==> src/rtl/pbi_pkg.sv <==
// Package: shared helpers for the prime-bank sequencer.
// Assumes modulus values are non-zero and fit in 32 bits.
package pbi_pkg;

    // Residue of v modulo m, folded one bit at a time from the MSB.
    // Each step keeps the partial remainder below m with one subtraction.
    function automatic logic [31:0] residue(input logic [31:0] v, input logic [31:0] m);
        logic [32:0] r;
        r = '0;
        for (int i = 31; i >= 0; i--) begin
            r = {r[31:0], v[i]};
            if (r >= {1'b0, m}) r = r - {1'b0, m};
        end
        return r[31:0];
    endfunction

endpackage

==> src/rtl/pbi_modadd.sv <==
// Module: modular adder.
// Adds two operands that are each already below M and wraps the sum into [0, M).
// Assumes a < M and b < M, so a single conditional subtraction suffices.
module pbi_modadd #(
    parameter int M = 3,
    parameter int W = 2
) (
    input  logic [W-1:0] a,
    input  logic [W-1:0] b,
    output logic [W-1:0] sum
);
    logic [W:0] raw;

    // Sum with one guard bit, then subtract M once if the sum reached it.
    always_comb begin
        raw = {1'b0, a} + {1'b0, b};
        if (raw >= (W+1)'(M)) sum = W'(raw - (W+1)'(M));
        else                  sum = W'(raw);
    end
endmodule

==> src/rtl/pbi_bank_timer.sv <==
// Module: per-bank occupancy timers.
// Each bank loads BUSY-1 when it is accessed and counts down to zero.
// A bank is free when its counter is zero. Assumes BUSY >= 1.
module pbi_bank_timer #(
    parameter int NB   = 3,
    parameter int BUSY = 3,
    parameter int BW   = 2
) (
    input  logic          clk,
    input  logic          rst_n,
    input  logic          hit,
    input  logic [BW-1:0] hit_bank,
    output logic [NB-1:0] busy
);
    localparam int TW = (BUSY > 1) ? $clog2(BUSY) : 1;

    for (genvar g = 0; g < NB; g++) begin : g_bank
        logic [TW-1:0] cnt;

        // Reload on access, otherwise count down to zero.
        always_ff @(posedge clk) begin
            if (!rst_n)                                 cnt <= '0;
            else if (hit && hit_bank == BW'(g))         cnt <= TW'(BUSY - 1);
            else if (cnt != '0)                         cnt <= cnt - 1'b1;
        end

        assign busy[g] = (cnt != '0);

        // Never grant an access to a bank whose timer is still running.
        p_no_busy_grant_r7: assert property (@(posedge clk) disable iff (!rst_n)
            (hit && hit_bank == BW'(g)) |-> (cnt == '0));
    end

    // A granted bank index is always inside the bank range.
    p_bank_range_r2: assert property (@(posedge clk) disable iff (!rst_n)
        hit |-> (32'(hit_bank) < NB));
endmodule

==> src/rtl/prime_bank_interleaver.sv <==
// Module: strided access sequencer for a prime-bank interleaved memory.
// Takes base/stride/count, reduces base and stride modulo the word space,
// and steps the address and its bank residue incrementally. The in-bank
// offset is the low address bits. Stalls while the target bank is busy.
// Assumes NUM_BANKS is prime and BANK_WORDS is a power of two.
module prime_bank_interleaver #(
    parameter  int NUM_BANKS   = 3,
    parameter  int BANK_WORDS  = 8,
    parameter  int BUSY_CYCLES = 3,
    parameter  int COUNT_W     = 6,
    localparam int N_WORDS     = NUM_BANKS * BANK_WORDS,
    localparam int AW          = $clog2(N_WORDS),
    localparam int BW          = $clog2(NUM_BANKS),
    localparam int OW          = $clog2(BANK_WORDS)
) (
    input  logic               clk,
    input  logic               rst_n,
    input  logic               start,
    input  logic [AW-1:0]      base,
    input  logic [AW-1:0]      stride,
    input  logic [COUNT_W-1:0] count,
    output logic               req_valid,
    output logic [BW-1:0]      req_bank,
    output logic [OW-1:0]      req_offset,
    output logic [AW-1:0]      req_addr,
    output logic               stall,
    output logic               done,
    output logic               active
);
    import pbi_pkg::*;

    logic               running;
    logic [AW-1:0]      cur_addr, stride_n, nxt_addr;
    logic [BW-1:0]      cur_bank, stride_b, nxt_bank;
    logic [COUNT_W-1:0] remain;
    logic               done_q;
    logic [NUM_BANKS-1:0] bank_busy;
    logic               blocked, issue;

    // Next address wraps modulo the word space.
    pbi_modadd #(.M(N_WORDS), .W(AW)) u_addr_step (
        .a(cur_addr), .b(stride_n), .sum(nxt_addr));

    // Next bank residue wraps modulo the bank count.
    pbi_modadd #(.M(NUM_BANKS), .W(BW)) u_bank_step (
        .a(cur_bank), .b(stride_b), .sum(nxt_bank));

    pbi_bank_timer #(.NB(NUM_BANKS), .BUSY(BUSY_CYCLES), .BW(BW)) u_timer (
        .clk(clk), .rst_n(rst_n), .hit(issue), .hit_bank(cur_bank), .busy(bank_busy));

    // Issue when active and the pending bank is free.
    always_comb begin
        blocked = bank_busy[cur_bank];
        issue   = running && !blocked;
    end

    // Command acceptance, address/residue stepping and completion.
    always_ff @(posedge clk) begin
        if (!rst_n) begin
            running  <= 1'b0;
            cur_addr <= '0;
            cur_bank <= '0;
            stride_n <= '0;
            stride_b <= '0;
            remain   <= '0;
            done_q   <= 1'b0;
        end else begin
            done_q <= 1'b0;
            if (!running) begin
                if (start) begin
                    if (count == '0) begin
                        done_q <= 1'b1;
                    end else begin
                        running  <= 1'b1;
                        cur_addr <= AW'(residue(32'(base), 32'(N_WORDS)));
                        cur_bank <= BW'(residue(32'(base), 32'(NUM_BANKS)));
                        stride_n <= AW'(residue(32'(stride), 32'(N_WORDS)));
                        stride_b <= BW'(residue(32'(stride), 32'(NUM_BANKS)));
                        remain   <= count;
                    end
                end
            end else if (issue) begin
                cur_addr <= nxt_addr;
                cur_bank <= nxt_bank;
                remain   <= remain - 1'b1;
                if (remain == COUNT_W'(1)) begin
                    running <= 1'b0;
                    done_q  <= 1'b1;
                end
            end
        end
    end

    assign req_valid  = issue;
    assign stall      = running && blocked;
    assign req_addr   = cur_addr;
    assign req_bank   = cur_bank;
    assign req_offset = cur_addr[OW-1:0];
    assign done       = done_q;
    assign active     = running;

    // Incremental bank residue agrees with the separately stepped address.
    p_bank_res_r2: assert property (@(posedge clk) disable iff (!rst_n)
        req_valid |-> (32'(req_bank) == 32'(req_addr) % NUM_BANKS));

    // Address stays inside the word space while running.
    p_addr_range_r4: assert property (@(posedge clk) disable iff (!rst_n)
        running |-> (32'(cur_addr) < N_WORDS));

    // Issue and stall never coincide.
    p_excl_r7: assert property (@(posedge clk) disable iff (!rst_n)
        !(req_valid && stall));

    // A stalled access keeps its address and remaining count.
    p_hold_r7: assert property (@(posedge clk) disable iff (!rst_n)
        stall |=> ($stable(cur_addr) && $stable(remain)));

    // The last issue is followed by done and a return to idle.
    p_done_r6: assert property (@(posedge clk) disable iff (!rst_n)
        (issue && remain == COUNT_W'(1)) |=> (done && !running));

    // done never appears while a command is running.
    p_done_idle_r6: assert property (@(posedge clk) disable iff (!rst_n)
        done |-> !running);
endmodule

==> config.mk <==
export PLATFORM = sky130hd
export DESIGN_NAME = prime_bank_interleaver
export DESIGN_NICKNAME = d
export VERILOG_FILES = /design/src/rtl/pbi_pkg.sv /design/src/rtl/pbi_modadd.sv /design/src/rtl/pbi_bank_timer.sv /design/src/rtl/prime_bank_interleaver.sv
export SDC_FILE = /design/constraint.sdc
export NUM_CORES = 1
export LEC_CHECK = 0
export CORE_MARGIN = 3
export CORE_UTILIZATION = 45
export DETAILED_ROUTE_END_ITERATION = 6
export DONT_BUFFER_PORTS = 1
export SLEW_MARGIN = 20
export SYNTH_ARGS = -nofsm -noshare
export SYNTH_HDL_FRONTEND = slang
export SYNTH_SLANG_ARGS = --single-unit
==> constraint.sdc <==
create_clock -name clk -period 4.1 [get_ports clk]
set_input_delay 0.615 -clock clk [delete_from_list [all_inputs] [get_ports clk]]
set_output_delay 0.615 -clock clk [all_outputs]
set_load 0.01 [all_outputs]
# [After elaboration in Yosys (flattened, before gate mapping)]
# Cells that the tools add are included.
[word_totals] regBits=28 out_inout_bits=14
[op_classes] n_lt_le_gt_ge=13 mux=66 n_eq_ne=5 reduce_logical=20 n_addsub=18 n_bitwise=3
[ops] operator="32-bit two-way mux" n=30
[ops] operator="33-bit by 2-bit >= comparator with 1-bit output, second input constant" n=6
[ops] operator="32-bit by 2-bit subtractor with 32-bit output, second input constant" n=4
[ops] operator="5-bit two-way mux" n=7
[ops] operator="2-bit two-way mux" n=13
[ops] operator="6-bit two-way mux" n=4
[ops] operator="5-bit subtractor, second input constant" n=3
[ops] operator="2-bit nonzero test" n=7
[ops] operator="1-bit two-way mux" n=11
[ops] operator="5-bit >= comparator, second input constant" n=2
[ops] operator="5-bit by 5-bit adder with 6-bit output" n=1
[ops] operator="6-bit by 1-bit equality test with 1-bit output, second input constant" n=1
[ops] operator="6-bit by 5-bit >= comparator with 1-bit output, second input constant" n=1
[ops] operator="6-bit zero test" n=1
[ops] operator="3-bit AND reduction" n=2
[ops] operator="2-bit OR reduction" n=3
[ops] operator="2-bit by 1-bit subtractor with 2-bit output, second input constant" n=3
[ops] operator="2-bit subtractor, second input constant" n=3
[ops] operator="2-bit by 2-bit subtractor with 3-bit output, second input constant" n=2
[ops] operator="6-bit by 1-bit subtractor with 6-bit output, second input constant" n=1
[ops] operator="1-bit logical AND" n=5
[ops] operator="2-bit >= comparator, second input constant" n=2
[ops] operator="2-bit by 2-bit adder with 3-bit output" n=1
[ops] operator="3-bit by 2-bit >= comparator with 1-bit output, second input constant" n=1
[ops] operator="other kinds (9)" n=11

# [Logic depth before layout (Yosys ltp)]
[depth] ltp_word=23 mapped_depth=17 ltp_nobuf=17

# [Hierarchy]
# Synthesis repeated with hierarchy kept, for this count alone.
[hier_totals] cells_unflattened=329 hier_area_um2=2592.5
[by_module_without_submodules] module="prime_bank_interleaver" cells_each=253 area_each_um2=1933.1 instances=1 seq_area_each_um2=440.4
[by_module_without_submodules] module="pbi_modadd (u_addr_step)" cells_each=41 area_each_um2=321.6 instances=1 seq_area_each_um2=0.0
[by_module_without_submodules] module="pbi_bank_timer" cells_each=24 area_each_um2=245.2 instances=1 seq_area_each_um2=120.1
[by_module_without_submodules] module="pbi_modadd (u_bank_step)" cells_each=11 area_each_um2=92.6 instances=1 seq_area_each_um2=0.0

# [Worst setup path before layout]
# No wires, ideal clock.
[synth_timing] kind="input -> register" from="input port base[3]" to="register cur_bank[0] (netlist: req_bank[0])" required_time_ps=3978 t_arrival_ps=3744 n_path_buf=0 setup_ps=122 path_slack_ps=234 cell_stages=17 cell_sequence="nor2b_1 -> ha_1 -> ha_1 -> or2_4 -> or3_4 -> and2_1 -> ha_1 -> o21ai_0 -> o21a_1 -> nor2_1 -> or2_1 -> ha_1 -> a211oi_1 -> o41a_1 -> o2111a_2 -> nor3_1 -> a221o_1"
[synth_via] elab_chain_len=23
[synth_rtl] element="start: declaration" line="prime_bank_interleaver.sv:19" rtl="input logic [AW-1:0] base,"
[synth_rtl] element="2-bit by 2-bit subtractor with 3-bit output / 2-bit >= comparator (equally long branches)" line="pbi_pkg.sv:12" rtl="if (r >= {1'b0, m}) r = r - {1'b0, m};"
[synth_rtl] element="32-bit two-way mux *" line="pbi_pkg.sv:12"
[synth_rtl] element="32-bit two-way mux *" line="prime_bank_interleaver.sv:71" rtl="if (count == '0) begin"
[synth_rtl] element="32-bit two-way mux *" line="prime_bank_interleaver.sv:70" rtl="if (start) begin"
[synth_rtl] element="32-bit two-way mux *" line="prime_bank_interleaver.sv:69" rtl="if (!running) begin"
[synth_rtl] element="32-bit two-way mux *" line="prime_bank_interleaver.sv:59" rtl="if (!rst_n) begin"
[synth_rtl] element="32-bit by 2-bit subtractor with 32-bit output / 33-bit by 2-bit >= comparator with 1-bit output (equally long branches)" line="pbi_pkg.sv:12"
[synth_rtl] element="32-bit two-way mux *" line="pbi_pkg.sv:12"
[synth_rtl] element="[... 7 more ...]"
[synth_rtl] element="32-bit two-way mux *" line="prime_bank_interleaver.sv:70"
[synth_rtl] element="32-bit two-way mux *" line="prime_bank_interleaver.sv:69"
[synth_rtl] element="32-bit two-way mux *" line="prime_bank_interleaver.sv:59"
[synth_rtl] element="33-bit by 2-bit >= comparator with 1-bit output *" line="pbi_pkg.sv:12"
[synth_rtl] element="2-bit two-way mux *" line="pbi_pkg.sv:12"
[synth_rtl] element="2-bit two-way mux *" line="prime_bank_interleaver.sv:71"
[synth_rtl] element="2-bit two-way mux *" line="prime_bank_interleaver.sv:70"
[synth_rtl] element="2-bit two-way mux *" line="prime_bank_interleaver.sv:69"
[synth_rtl] element="end signal: assignment" line="prime_bank_interleaver.sv:76" rtl="cur_bank <= BW'(residue(32'(base), 32'(NUM_BANKS)));"
[synth_rtl] element="end signal: assignment" line="prime_bank_interleaver.sv:84" rtl="cur_bank <= nxt_bank;"
[synth_rtl] element="end: declaration" line="prime_bank_interleaver.sv:34" rtl="logic [BW-1:0] cur_bank, stride_b, nxt_bank;"
# Mark *: on every way between the ends. The rest lies on a longest branch, timed or not. The select of a mux whose other input is x is not followed.
# A chain may end at the register's enable or synchronous reset.

# [Final worst setup path]
# Same ends and word-level chain as after synthesis.

==> flow_metrics.py <==
metrics = {
    "global_route": {
        "grt.busiest_layer": "met2",
        "grt_pass1_vias": 2052,
        "grt_use_met1_pct": 22.5,
        "use_met3_pct": 3.36,
        "grt_pass1_wl_um": 9430,
        "grtUsageMet2_pct": 31.1,
        "grtUsageTotal_pct": 17.6,
        "overflow": 0,
        "grt_max_degree": 32,
        "antenna_found_initial": 0,
    },
    "sta": {
        "setup_viol": 0,
        "slew_violations": 0,
        "tightest_slew_ns": 0.973,
        "clock.fmax_mhz": 264,
        "slew_headroom_pct": 34.9,
        "fin_worst_skew_ns": 0.00556,
        "fin_hold_ws_ns": 0.469,
        "rsz0062_at_grt": "false",
        "final-hold-violation-count": 0,
        "setup_tns_ns": 0,
        "period_minus_slack_ns": 3.78,
        "finalCritPeriodShare_pct": 92.2,
    },
    "synth": {
        "synth.cell_area_mm2": 0.00248,
        "synthFlopType": "dfxtp_1",
        "synth-edff-count": 0,
        "synth_fp_nets": 348,
        "ys_warn_count": 0,
        "ys_ff_latch": 28,
        "syn-mean-instance-area_um2": 8.16,
        "netlist_instances": 304,
        "synthArstFlopShare_pct": 0,
        "ys_seq_area_share_pct": 22.6,
        "yosysUniqueCellTypes": 73,
    },
    "placed_design": {
        "dp_cells": 363,
        "routabilityCongestion": 0.875,
        "io_buffers": 0,
        "dp.final_hpwl_um": 4250,
    },
    "power": {
        "ir_drop_mv": 0.186,
        "pwr_density_cell_mw_per_mm2": 313,
        "finalPower_mw": 0.808,
        "power.leakage_nw": 1.10,
    },
    "cts": {
        "clk_pin_slew_ns": 0.10,
        "cts_tree": "built",
        "cts-hold-fix-buffers": 0,
        "cts_setup_buffers": 0,
        "clkLatencyLatePin_ns": 0.27,
        "post_cts_resize_count": 0,
        "clock_sinks": 28,
        "cts_max_level": 1,
        "numCtsBuffers": 3,
        "root_buffer": "clkbuf_8",
        "clk_path_buf_depth": 2,
    },
    "layout": {
        "drive_above_1_share_pct": 10.1,
        "layoutNonFillerInstCount": 367,
        "layout.nets": 342,
        "final_core_util_pct": 49.6,
        "antenna_cells": 0,
        "syn_to_final_growth_pct": 4.19,
    },
    "worst_setup_path": {
        "path_class": "primary input to flip-flop",
        "cp_data_required_time_ns": 4.26,
        "endpoint_kind": "flip-flop",
        "crit_fanout": 5,
        "cp.arrival_ns": 3.95,
        "cp-start-kind": "primary input",
    },
    "floorplanning": {
        "io_pins": 33,
        "die_x_um": 80.2,
        "die_y_um": 80.2,
        "fp.dieArea_mm2": 0.00644,
        "coreArea_mm2": 0.00520,
        "rows": 26,
        "start_util_pct": 47.6,
    },
    "detailed_routing": {
        "route.detailed.drc": 0,
        "wire_per_inst_um": 14.9,
        "drtIter0Drc": 82,
        "dr.pass1.iters": 4,
        "routed_wl_um": 5450,
        "num_vias": 2119,
        "ant_nets": 0,
        "vias_per_cell": 5.77,
    },
    "outcome": {
        "status": "complete, no violations",
    },
    "run": {
        "drv_cap": 0,
    },
    "worst_hold_path": {
        "hold_class": "primary input to flip-flop",
    },
}
[worst paths after layout]
kind | from | to | slack (ns) | cells past startpoint
max reg2reg | active | req_addr[3] | 1.50 | 7
min reg2reg | stride_b[1] | stride_b[1] | 0.48 | 2
min | rst_n | req_addr[2] | 0.47 | 1
max | base[3] | req_bank[0] | 0.32 | 17
[through the flow]
stage          setup WS (ns)  instance area, um2
3_3_place_gp           0.127                2530
4_1_cts                0.332                2580
2_1_floorplan          0.234                2480
6_report               0.318                2580
5_1_grt                0.120                2580
3_5_place_dp          0.0240                2530
[registers in the layout, summed over array words and instances (netlist names)]
register	count
remain	6
u_timer.g_bank.cnt	6
req_addr	5
stride_n	5
req_bank	2
stride_b	2
active	1
done	1
[cells in the mapped netlist, types with 5 or more instances]
cell / number / area, um2
inv_1: 20 / 75.1
o211a_1: 5 / 50.1
nor2b_1: 15 / 93.8
and2_1: 5 / 31.3
nor3_1: 11 / 55.1
o21ai_0: 18 / 90.1
nand2_1: 17 / 63.8
ha_1: 23 / 288
clkbuf_1: 9 / 33.8
a21oi_1: 18 / 90.1
dfxtp_1: 28 / 561
o211ai_1: 5 / 37.5
mux2i_1: 8 / 80.1
nor2_1: 20 / 75.1
nand3_1: 5 / 25.0
[placed cells by master, fill, tap and decap left out, drive strengths merged, types with 6 or more instances in the layout]
| master | instances |
|---|---|
| or2 | 6 |
| mux2i | 8 |
| nor2 | 21 |
| inv | 22 |
| o21ai | 19 |
| ha | 23 |
| dfxtp | 28 |
| a21oi | 19 |
| nor3 | 12 |
| nand2 | 17 |
| nor2b | 15 |
[where the power goes]
part | switching, mW | total [mW] | leakage (nW) | internal, mW
sequential | 0.0396 | 0.338 | 0.230 | 0.299
combinational | 0.162 | 0.297 | 0.845 | 0.135
clock | 0.0860 | 0.172 | 0.0288 | 0.0859
total | 0.288 | 0.808 | 1.10 | 0.520
[critical path, cell delays in order]
cell	delay, ns
nor2b_1	0.13
ha_1	0.21
ha_1	0.23
or2_4	0.25
or3_4	0.39
and2_1	0.18
ha_1	0.20
o21ai_0	0.12
o21a_1	0.21
nor2_1	0.06
or2_1	0.24
ha_1	0.19
a211oi_1	0.17
o41a_1	0.19
o2111a_2	0.25
nor3_1	0.06
a221o_1	0.26
[routing by layer]
layer | up-vias | part of all wire, %
li1 | 1103 | -
met1 | 982 | 47
met2 | 30 | 48
met3 | 4 | 4.2
met4 | 0 | 0.42
met5 | - | 0
[cells by family (layout without fill, tap and decap cells)]
family,after synthesis,count (layout),synth area share (%)
multiplexers,12,12,5.20
adder cells (fa/ha/maj),25,25,13.2
XOR/XNOR,4,4,1.41
AND/OR/NAND/NOR,102,102,23.3
AO/OA/AOI/OAI,95,95,27.5
buffers and inverters,38,31,6.81
flip-flops,28,28,22.6
[layout make-up]
type	count	area, um2
clock buffers	4	55.1
fillers	522	2620
inverters	22	87.6
multi-input cells	238	1760
flip-flops and latches	28	561
well taps	70	87.6
repair buffers	5	37.5
No activity file was read; power rests on OpenSTA's default activity.
